===== config.mk =====
export PLATFORM = sky130hd
export DESIGN_NAME = ioirq_regwin
export DESIGN_NICKNAME = d
export VERILOG_FILES = /design/src/rtl/ioirq_pkg.sv /design/src/rtl/ioirq_decode.sv /design/src/rtl/ioirq_table.sv /design/src/rtl/ioirq_rdmux.sv /design/src/rtl/ioirq_regwin.sv
export SDC_FILE = /design/constraint.sdc
export NUM_CORES = 2
export LEC_CHECK = 0
export BUFFER_PORTS_ARGS = -buffer_cell sky130_fd_sc_hd__buf_2
export CAP_MARGIN = 20
export CORE_AREA = 3 3 640 642
export CTS_CLUSTER_DIAMETER = 200
export DETAILED_ROUTE_END_ITERATION = 8
export DIE_AREA = 0 0 643 645
export GPL_ROUTABILITY_DRIVEN = 0
export SLEW_MARGIN = 20
export SYNTH_ARGS = -nofsm -noshare
export SYNTH_HDL_FRONTEND = slang
export SYNTH_HIERARCHICAL = 1
export SYNTH_SLANG_ARGS = --single-unit

===== constraint.sdc =====
create_clock -name clk_i -period 4 [get_ports clk_i]
set_input_delay 0.2 -clock clk_i [delete_from_list [all_inputs] [get_ports clk_i]]
set_output_delay 0.2 -clock clk_i [all_outputs]
set_load 0.01 [all_outputs]

===== src/rtl/ioirq_pkg.sv =====
package ioirq_pkg;
  localparam int unsigned ADDR_W  = 8;
  localparam int unsigned SEL_W   = 8;
  localparam int unsigned DATA_W  = 32;
  localparam int unsigned ENTRY_W = 2 * DATA_W;
  localparam int unsigned ID_W    = 4;
  localparam int unsigned ID_LSB  = 24;
  localparam int unsigned MASK_BIT = 16;
  localparam int unsigned RIRR_BIT = 14;

  localparam logic [ADDR_W-1:0] OFS_SEL = 8'h00;
  localparam logic [ADDR_W-1:0] OFS_WIN = 8'h10;

  localparam logic [SEL_W-1:0] SEL_ID       = 8'h00;
  localparam logic [SEL_W-1:0] SEL_VER      = 8'h01;
  localparam logic [SEL_W-1:0] SEL_ARB      = 8'h02;
  localparam logic [SEL_W-1:0] SEL_TBL_BASE = 8'h10;

  localparam logic [ENTRY_W-1:0] ENTRY_RST = ENTRY_W'(1) << MASK_BIT;

  typedef enum logic [2:0] {
    TGT_NONE,
    TGT_ID,
    TGT_VER,
    TGT_ARB,
    TGT_TBL
  } tgt_e;
endpackage


===== src/rtl/ioirq_decode.sv =====
module ioirq_decode
  import ioirq_pkg::*;
#(
  parameter int unsigned NUM_PINS = 24,
  parameter int unsigned IDX_W    = $clog2(NUM_PINS)
) (
  input  logic              valid_i,
  input  logic              write_i,
  input  logic [ADDR_W-1:0] addr_i,
  input  logic [3:0]        size_i,
  input  logic [SEL_W-1:0]  sel_i,
  output tgt_e              tgt_o,
  output logic              hit_sel_o,
  output logic              hit_win_o,
  output logic              rd_en_o,
  output logic              sel_we_o,
  output logic              id_we_o,
  output logic              tbl_we_o,
  output logic              tbl_hi_o,
  output logic [IDX_W-1:0]  tbl_idx_o
);
  logic             size_ok;
  logic             wr_ok;
  logic [SEL_W-1:0] raw_idx;
  logic             in_tbl;

  assign size_ok   = (size_i == 4'd4) || (size_i == 4'd8);
  assign wr_ok     = valid_i && write_i && size_ok;
  assign hit_sel_o = (addr_i == OFS_SEL);
  assign hit_win_o = (addr_i == OFS_WIN);
  assign rd_en_o   = valid_i && !write_i;

  assign raw_idx   = (sel_i - SEL_TBL_BASE) >> 1;
  assign in_tbl    = (sel_i >= SEL_TBL_BASE) && (raw_idx < SEL_W'(NUM_PINS));
  assign tbl_idx_o = raw_idx[IDX_W-1:0];
  assign tbl_hi_o  = sel_i[0];

  always_comb begin
    tgt_o = TGT_NONE;
    if (in_tbl)                tgt_o = TGT_TBL;
    else if (sel_i == SEL_ID)  tgt_o = TGT_ID;
    else if (sel_i == SEL_VER) tgt_o = TGT_VER;
    else if (sel_i == SEL_ARB) tgt_o = TGT_ARB;
  end

  assign sel_we_o = wr_ok && hit_sel_o;
  assign id_we_o  = wr_ok && hit_win_o && (tgt_o == TGT_ID);
  assign tbl_we_o = wr_ok && hit_win_o && (tgt_o == TGT_TBL);
endmodule


===== src/rtl/ioirq_table.sv =====
module ioirq_table
  import ioirq_pkg::*;
#(
  parameter int unsigned NUM_PINS = 24,
  parameter int unsigned IDX_W    = $clog2(NUM_PINS)
) (
  input  logic                               clk_i,
  input  logic                               rst_ni,
  input  logic                               we_i,
  input  logic                               hi_i,
  input  logic [IDX_W-1:0]                   idx_i,
  input  logic [DATA_W-1:0]                  wdata_i,
  input  logic [NUM_PINS-1:0]                rirr_set_i,
  output logic [NUM_PINS-1:0][ENTRY_W-1:0]   ent_o
);
  for (genvar g = 0; g < NUM_PINS; g++) begin : g_ent
    logic hit;
    assign hit = we_i && (idx_i == IDX_W'(g));

    always_ff @(posedge clk_i or negedge rst_ni) begin
      if (!rst_ni) begin
        ent_o[g] <= ENTRY_RST;
      end else begin
        if (rirr_set_i[g]) ent_o[g][RIRR_BIT] <= 1'b1;
        if (hit) begin
          if (hi_i) begin
            ent_o[g][ENTRY_W-1:DATA_W] <= wdata_i;
          end else begin
            ent_o[g][DATA_W-1:0] <= wdata_i;
            // low-half write always drops the remote flag, also over a same-cycle set
            ent_o[g][RIRR_BIT]   <= 1'b0;
          end
        end
      end
    end
  end
endmodule


===== src/rtl/ioirq_rdmux.sv =====
module ioirq_rdmux
  import ioirq_pkg::*;
#(
  parameter int unsigned NUM_PINS = 24,
  parameter int unsigned IDX_W    = $clog2(NUM_PINS),
  parameter logic [7:0]  VERSION  = 8'h11
) (
  input  logic                             hit_sel_i,
  input  logic                             hit_win_i,
  input  tgt_e                             tgt_i,
  input  logic                             hi_i,
  input  logic [IDX_W-1:0]                 idx_i,
  input  logic [SEL_W-1:0]                 sel_i,
  input  logic [ID_W-1:0]                  id_i,
  input  logic [NUM_PINS-1:0][ENTRY_W-1:0] ent_i,
  output logic [DATA_W-1:0]                rdata_o
);
  localparam logic [7:0] MAX_PIN = 8'(NUM_PINS - 1);

  always_comb begin
    rdata_o = '0;
    if (hit_sel_i) begin
      rdata_o[SEL_W-1:0] = sel_i;
    end else if (hit_win_i) begin
      unique case (tgt_i)
        TGT_ID, TGT_ARB: rdata_o[ID_LSB+:ID_W] = id_i;
        TGT_VER: begin
          rdata_o[23:16] = MAX_PIN;
          rdata_o[7:0]   = VERSION;
        end
        TGT_TBL: rdata_o = hi_i ? ent_i[idx_i][ENTRY_W-1:DATA_W] : ent_i[idx_i][DATA_W-1:0];
        default: rdata_o = '0;
      endcase
    end
  end
endmodule


===== src/rtl/ioirq_regwin.sv =====
module ioirq_regwin
  import ioirq_pkg::*;
#(
  parameter int unsigned NUM_PINS = 24,
  parameter logic [7:0]  VERSION  = 8'h11
) (
  input  logic                          clk_i,
  input  logic                          rst_ni,
  input  logic                          req_valid_i,
  input  logic                          req_write_i,
  input  logic [7:0]                    req_addr_i,
  input  logic [3:0]                    req_size_i,
  input  logic [31:0]                   req_wdata_i,
  output logic                          rd_valid_o,
  output logic [31:0]                   rd_data_o,
  input  logic [NUM_PINS-1:0]           pend_i,
  input  logic [NUM_PINS-1:0]           rirr_set_i,
  output logic [NUM_PINS*64-1:0]        entries_o,
  output logic                          svc_req_o,
  output logic [$clog2(NUM_PINS)-1:0]   svc_idx_o
);
  localparam int unsigned IDX_W = $clog2(NUM_PINS);

  logic [SEL_W-1:0]                 sel_q;
  logic [ID_W-1:0]                  id_q;
  logic [NUM_PINS-1:0][ENTRY_W-1:0] ent;
  tgt_e                             tgt;
  logic                             hit_sel, hit_win, rd_en;
  logic                             sel_we, id_we, tbl_we, tbl_hi;
  logic [IDX_W-1:0]                 tbl_idx;
  logic [DATA_W-1:0]                rdata;

  ioirq_decode #(.NUM_PINS(NUM_PINS), .IDX_W(IDX_W)) u_dec (
    .valid_i   (req_valid_i),
    .write_i   (req_write_i),
    .addr_i    (req_addr_i),
    .size_i    (req_size_i),
    .sel_i     (sel_q),
    .tgt_o     (tgt),
    .hit_sel_o (hit_sel),
    .hit_win_o (hit_win),
    .rd_en_o   (rd_en),
    .sel_we_o  (sel_we),
    .id_we_o   (id_we),
    .tbl_we_o  (tbl_we),
    .tbl_hi_o  (tbl_hi),
    .tbl_idx_o (tbl_idx)
  );

  ioirq_table #(.NUM_PINS(NUM_PINS), .IDX_W(IDX_W)) u_tbl (
    .clk_i      (clk_i),
    .rst_ni     (rst_ni),
    .we_i       (tbl_we),
    .hi_i       (tbl_hi),
    .idx_i      (tbl_idx),
    .wdata_i    (req_wdata_i),
    .rirr_set_i (rirr_set_i),
    .ent_o      (ent)
  );

  ioirq_rdmux #(.NUM_PINS(NUM_PINS), .IDX_W(IDX_W), .VERSION(VERSION)) u_rd (
    .hit_sel_i (hit_sel),
    .hit_win_i (hit_win),
    .tgt_i     (tgt),
    .hi_i      (tbl_hi),
    .idx_i     (tbl_idx),
    .sel_i     (sel_q),
    .id_i      (id_q),
    .ent_i     (ent),
    .rdata_o   (rdata)
  );

  always_ff @(posedge clk_i or negedge rst_ni) begin
    if (!rst_ni) begin
      sel_q      <= '0;
      id_q       <= '0;
      rd_valid_o <= 1'b0;
      rd_data_o  <= '0;
      svc_req_o  <= 1'b0;
      svc_idx_o  <= '0;
    end else begin
      if (sel_we) sel_q <= req_wdata_i[SEL_W-1:0];
      if (id_we)  id_q  <= req_wdata_i[ID_LSB+:ID_W];
      rd_valid_o <= rd_en;
      if (rd_en) rd_data_o <= rdata;
      svc_req_o <= tbl_we && pend_i[tbl_idx];
      if (tbl_we) svc_idx_o <= tbl_idx;
    end
  end

  assign entries_o = ent;
endmodule


==> metrics <==
crit-path max cell delay=0.55 ns; Fillers=approximately 43000; initial antenna violation count=67; Post-DP HPWL=between 300000 and 400000 um; # port buffers=around 1700; Crit Path Max Fanout=15; Crit Path Class=reg -> reg; asr flop ratio synth=100%; Chip Width=643 um; Crit path depth=11; cells on worst reg2reg path=11; Row Count=234; post-route clock period utilization=94.3%; Static Leak=48.9 nW; Remaining Overflow, GRT=0; nets@finish=between 6000 and 7000; CP required=4.78 ns; GRT Total Usage=21.9%; H-Tree Level Count=4; initial core utilization=17.9%; layout cells sized above 1=65.4%; post-CTS setup buffers=0; core box area=~410000 um^2; synthesized area=slightly above 70000 um^2; number of remaining DRC errors=0; # clock sinks=1587; IO Pins=1671; Reg clk slew, reported paths=0.07 ns; Yosys warning count=6; antenna viol nets, final=0; min Tclk post-route=3.77 ns; number of instances in the placed design=11536; crit path cell chain=inv_6, ha_1, or4b_4, nor3_1, nor2b_1, nand4_1, buf_6, a211oi_1, a221o_1, mux2_2, dlygate4sd3_1; Setup Skew=~0.11 ns; CP max stage cell=dlygate4sd3_1; post-layout util=approximately a quarter; Die Y-Extent=645 um; Non-Filler Instances=~12000; Final Max Slew Viols=0; P&R area growth vs syn=33.4%; DRT iter0 DRCs=5346; dpl ws=approximately 0.19 ns; DIE AREA=415000 um^2; met2 wire len=224000 um; vias in the first global route=between 50000 and 60000; CTS tree=done; RSZ-0062 raised after global routing=false; Post-synth top flop=dfrtp_1; PnR worst setup slack=0.229 ns; #FFs+latches synth=approximately 1600; largest net degree at the start of global routing=142; register area share after synthesis=54.9%; Worst-Skew Late Latency=0.93 ns; Setup crit end kind=flip-flop; final WL=471000 um; Worst VDD drop=0.307 mV; setup TNS=0 ns; max cap viols=0; top layer in use=met5; Avg WL per Cell=39.3 um; Vias/cell=4.51; Mapped Nets=4697; Post-synth EDFFs=0; post-synthesis cell count=roughly 4600; dpl cell area=88900 um^2; cell area power density=379 nW/um^2; Crit path buffers/inverters=3; M1 WL=between 150000 and 200000 um; worst-margin pin slew=1.07 ns; CTS root buf=clkbuf_16; met3 WL=between 40000 and 50000 um; Finish-stage setup viols=0; final hold viol count=0; f_max=0.265 GHz; vias=between 50000 and 60000; clock buffer count from CTS=199; design area=96500 um^2; Longest Clk Path Bufs=4; WP data arrival=4.55 ns; 1st-pass router iterations=8; Crit path max-delay family=simple AND/OR/NAND/NOR gates; Mapped Avg Cell Area=15.7 um^2; count of cell types in the netlist=71; hold-critical path depth=3; first-pass GRT wire length=600000 um; type of the worst min-delay path=in -> reg; Worst setup SP type=flip-flop; Rel. slew slack=28.4%; status=finished, final reports clean
==> cell usage in the layout (no fill, tap or decap), types with 45 or more instances in the layout <==
| cell | netlist | layout |
|---|---|---|
| buf_2 | 167 | 1664 |
| dfrtp_1 | 1563 | 1557 |
| mux2_2 | 1503 | 1503 |
| mux4_2 | 368 | 368 |
| buf_4 | 46 | 215 |
| clkbuf_16 | 0 | 201 |
| mux2i_1 | 121 | 120 |
| buf_12 | 3 | 87 |
| mux2_1 | 62 | 62 |
| dlygate4sd3_1 | 0 | 54 |
| nand2_1 | 74 | 52 |
| nor2_1 | 73 | 45 |
==> synthesized netlist by cell type (25+ instances only) <==
library cell / count / area (um^2)
dfrtp_1: 1563 / 39100
mux2_2: 1503 / 16900
mux4_2: 368 / 8290
clkbuf_1: 196 / 736
buf_2: 167 / 836
mux2i_1: 121 / 1210
nand2_1: 74 / 278
nor2_1: 73 / 274
mux2_1: 62 / 698
buf_4: 46 / 345
a221oi_1: 44 / 385
o21ai_0: 39 / 195
o22ai_1: 25 / 156
==> layout make-up <==
class / count / area [um^2] / share of cell area, %
well taps: 5428 / 6790 / 7.04
repair buffers: 2022 / 12300 / 12.7
multi-input cells: 2547 / 30700 / 31.8
flip-flops and latches: 1587 / 39800 / 41.2
diodes: 21 / 52.6 / 0.0545
inverters: 9 / 46.3 / 0.0480
clock inverters: 83 / 1240 / 1.29
clock buffers: 276 / 5650 / 5.86
==> cell families (layout without fill, tap and decap cells) <==
family                   count (synthesis)  after routing  share of synthesized area (%)
buffers and inverters                  465           2390                           3.29
AND/OR/NAND/NOR                        271            271                           1.92
flip-flops                            1587           1587                           54.9
multiplexers                          2059           2059                           37.7
other                                    0             21                              0
XOR/XNOR                                 2              2                         0.0242
AO/OA/AOI/OAI                          213            213                           2.12
adder cells (fa/ha/maj)                  2              2                         0.0346
==> stage by stage <==
step	total power, mW	hold WS, ns
2_1_floorplan	16.6	-0.0956
4_1_cts	37.0	0.00223
5_1_grt	37.6	0.0242
3_3_place_gp	17.4	0.212
6_report	36.5	0.0605
3_5_place_dp	17.4	0.214
==> report_power, final <==
group          internal [mW]  total (mW)  leakage, nW  switching, mW
logic                  0.191        1.04         23.6          0.850
registers               16.1        16.1         22.0        0.00251
clock network           11.5        19.4         3.35           7.90
==> state kept, by name, indices dropped and copies added, names as in the netlist <==
signal and flops:
u_tbl/ent_o 1536, rd_data_o 32, svc_idx_o 5, id_q 4, sel_q 8, svc_req_o 1, rd_valid_o 1
==> metal layers <==
layer  vias to the layer above  GRT usage, %
met1                     29482          26.6
met2                      3061          36.2
li1                      20868             -
met4                         6          8.64
met3                       593          6.65
met5                         -             0
==> timing repair <==
item	in CTS	in global routing
resized for setup	0	4
hold buffers	54	2
setup endpoints to repair	0	2
endpoints found under the hold margin	1196	42
==> final timing paths <==
path	slack [ns]	end	startpoint
worst max-delay path	0.23	rd_data_o[25]	sel_q[4]
worst min-delay path	0.06	u_tbl/ent_o[977]	req_wdata_i[17]
worst max register to register	0.23	rd_data_o[25]	sel_q[4]
worst min register to register	0.50	svc_idx_o[2]	svc_idx_o[2]
max in group asynchronous	2.89	u_tbl/ent_o[548]	rst_ni
min in group asynchronous	0.19	rd_valid_o	rst_ni
==> worst register-to-register path, stage by stage, from the launching register on <==
cell and delay (ns):
dfrtp_2 0.46, inv_6 0.19, ha_1 0.22, or4b_4 0.48
nor3_1 0.26, nor2b_1 0.13, nand4_1 0.44, buf_6 0.33
a211oi_1 0.11, a221o_1 0.26, mux2_2 0.25, dlygate4sd3_1 0.55
Note: power is estimated with default switching activity, not from simulation.
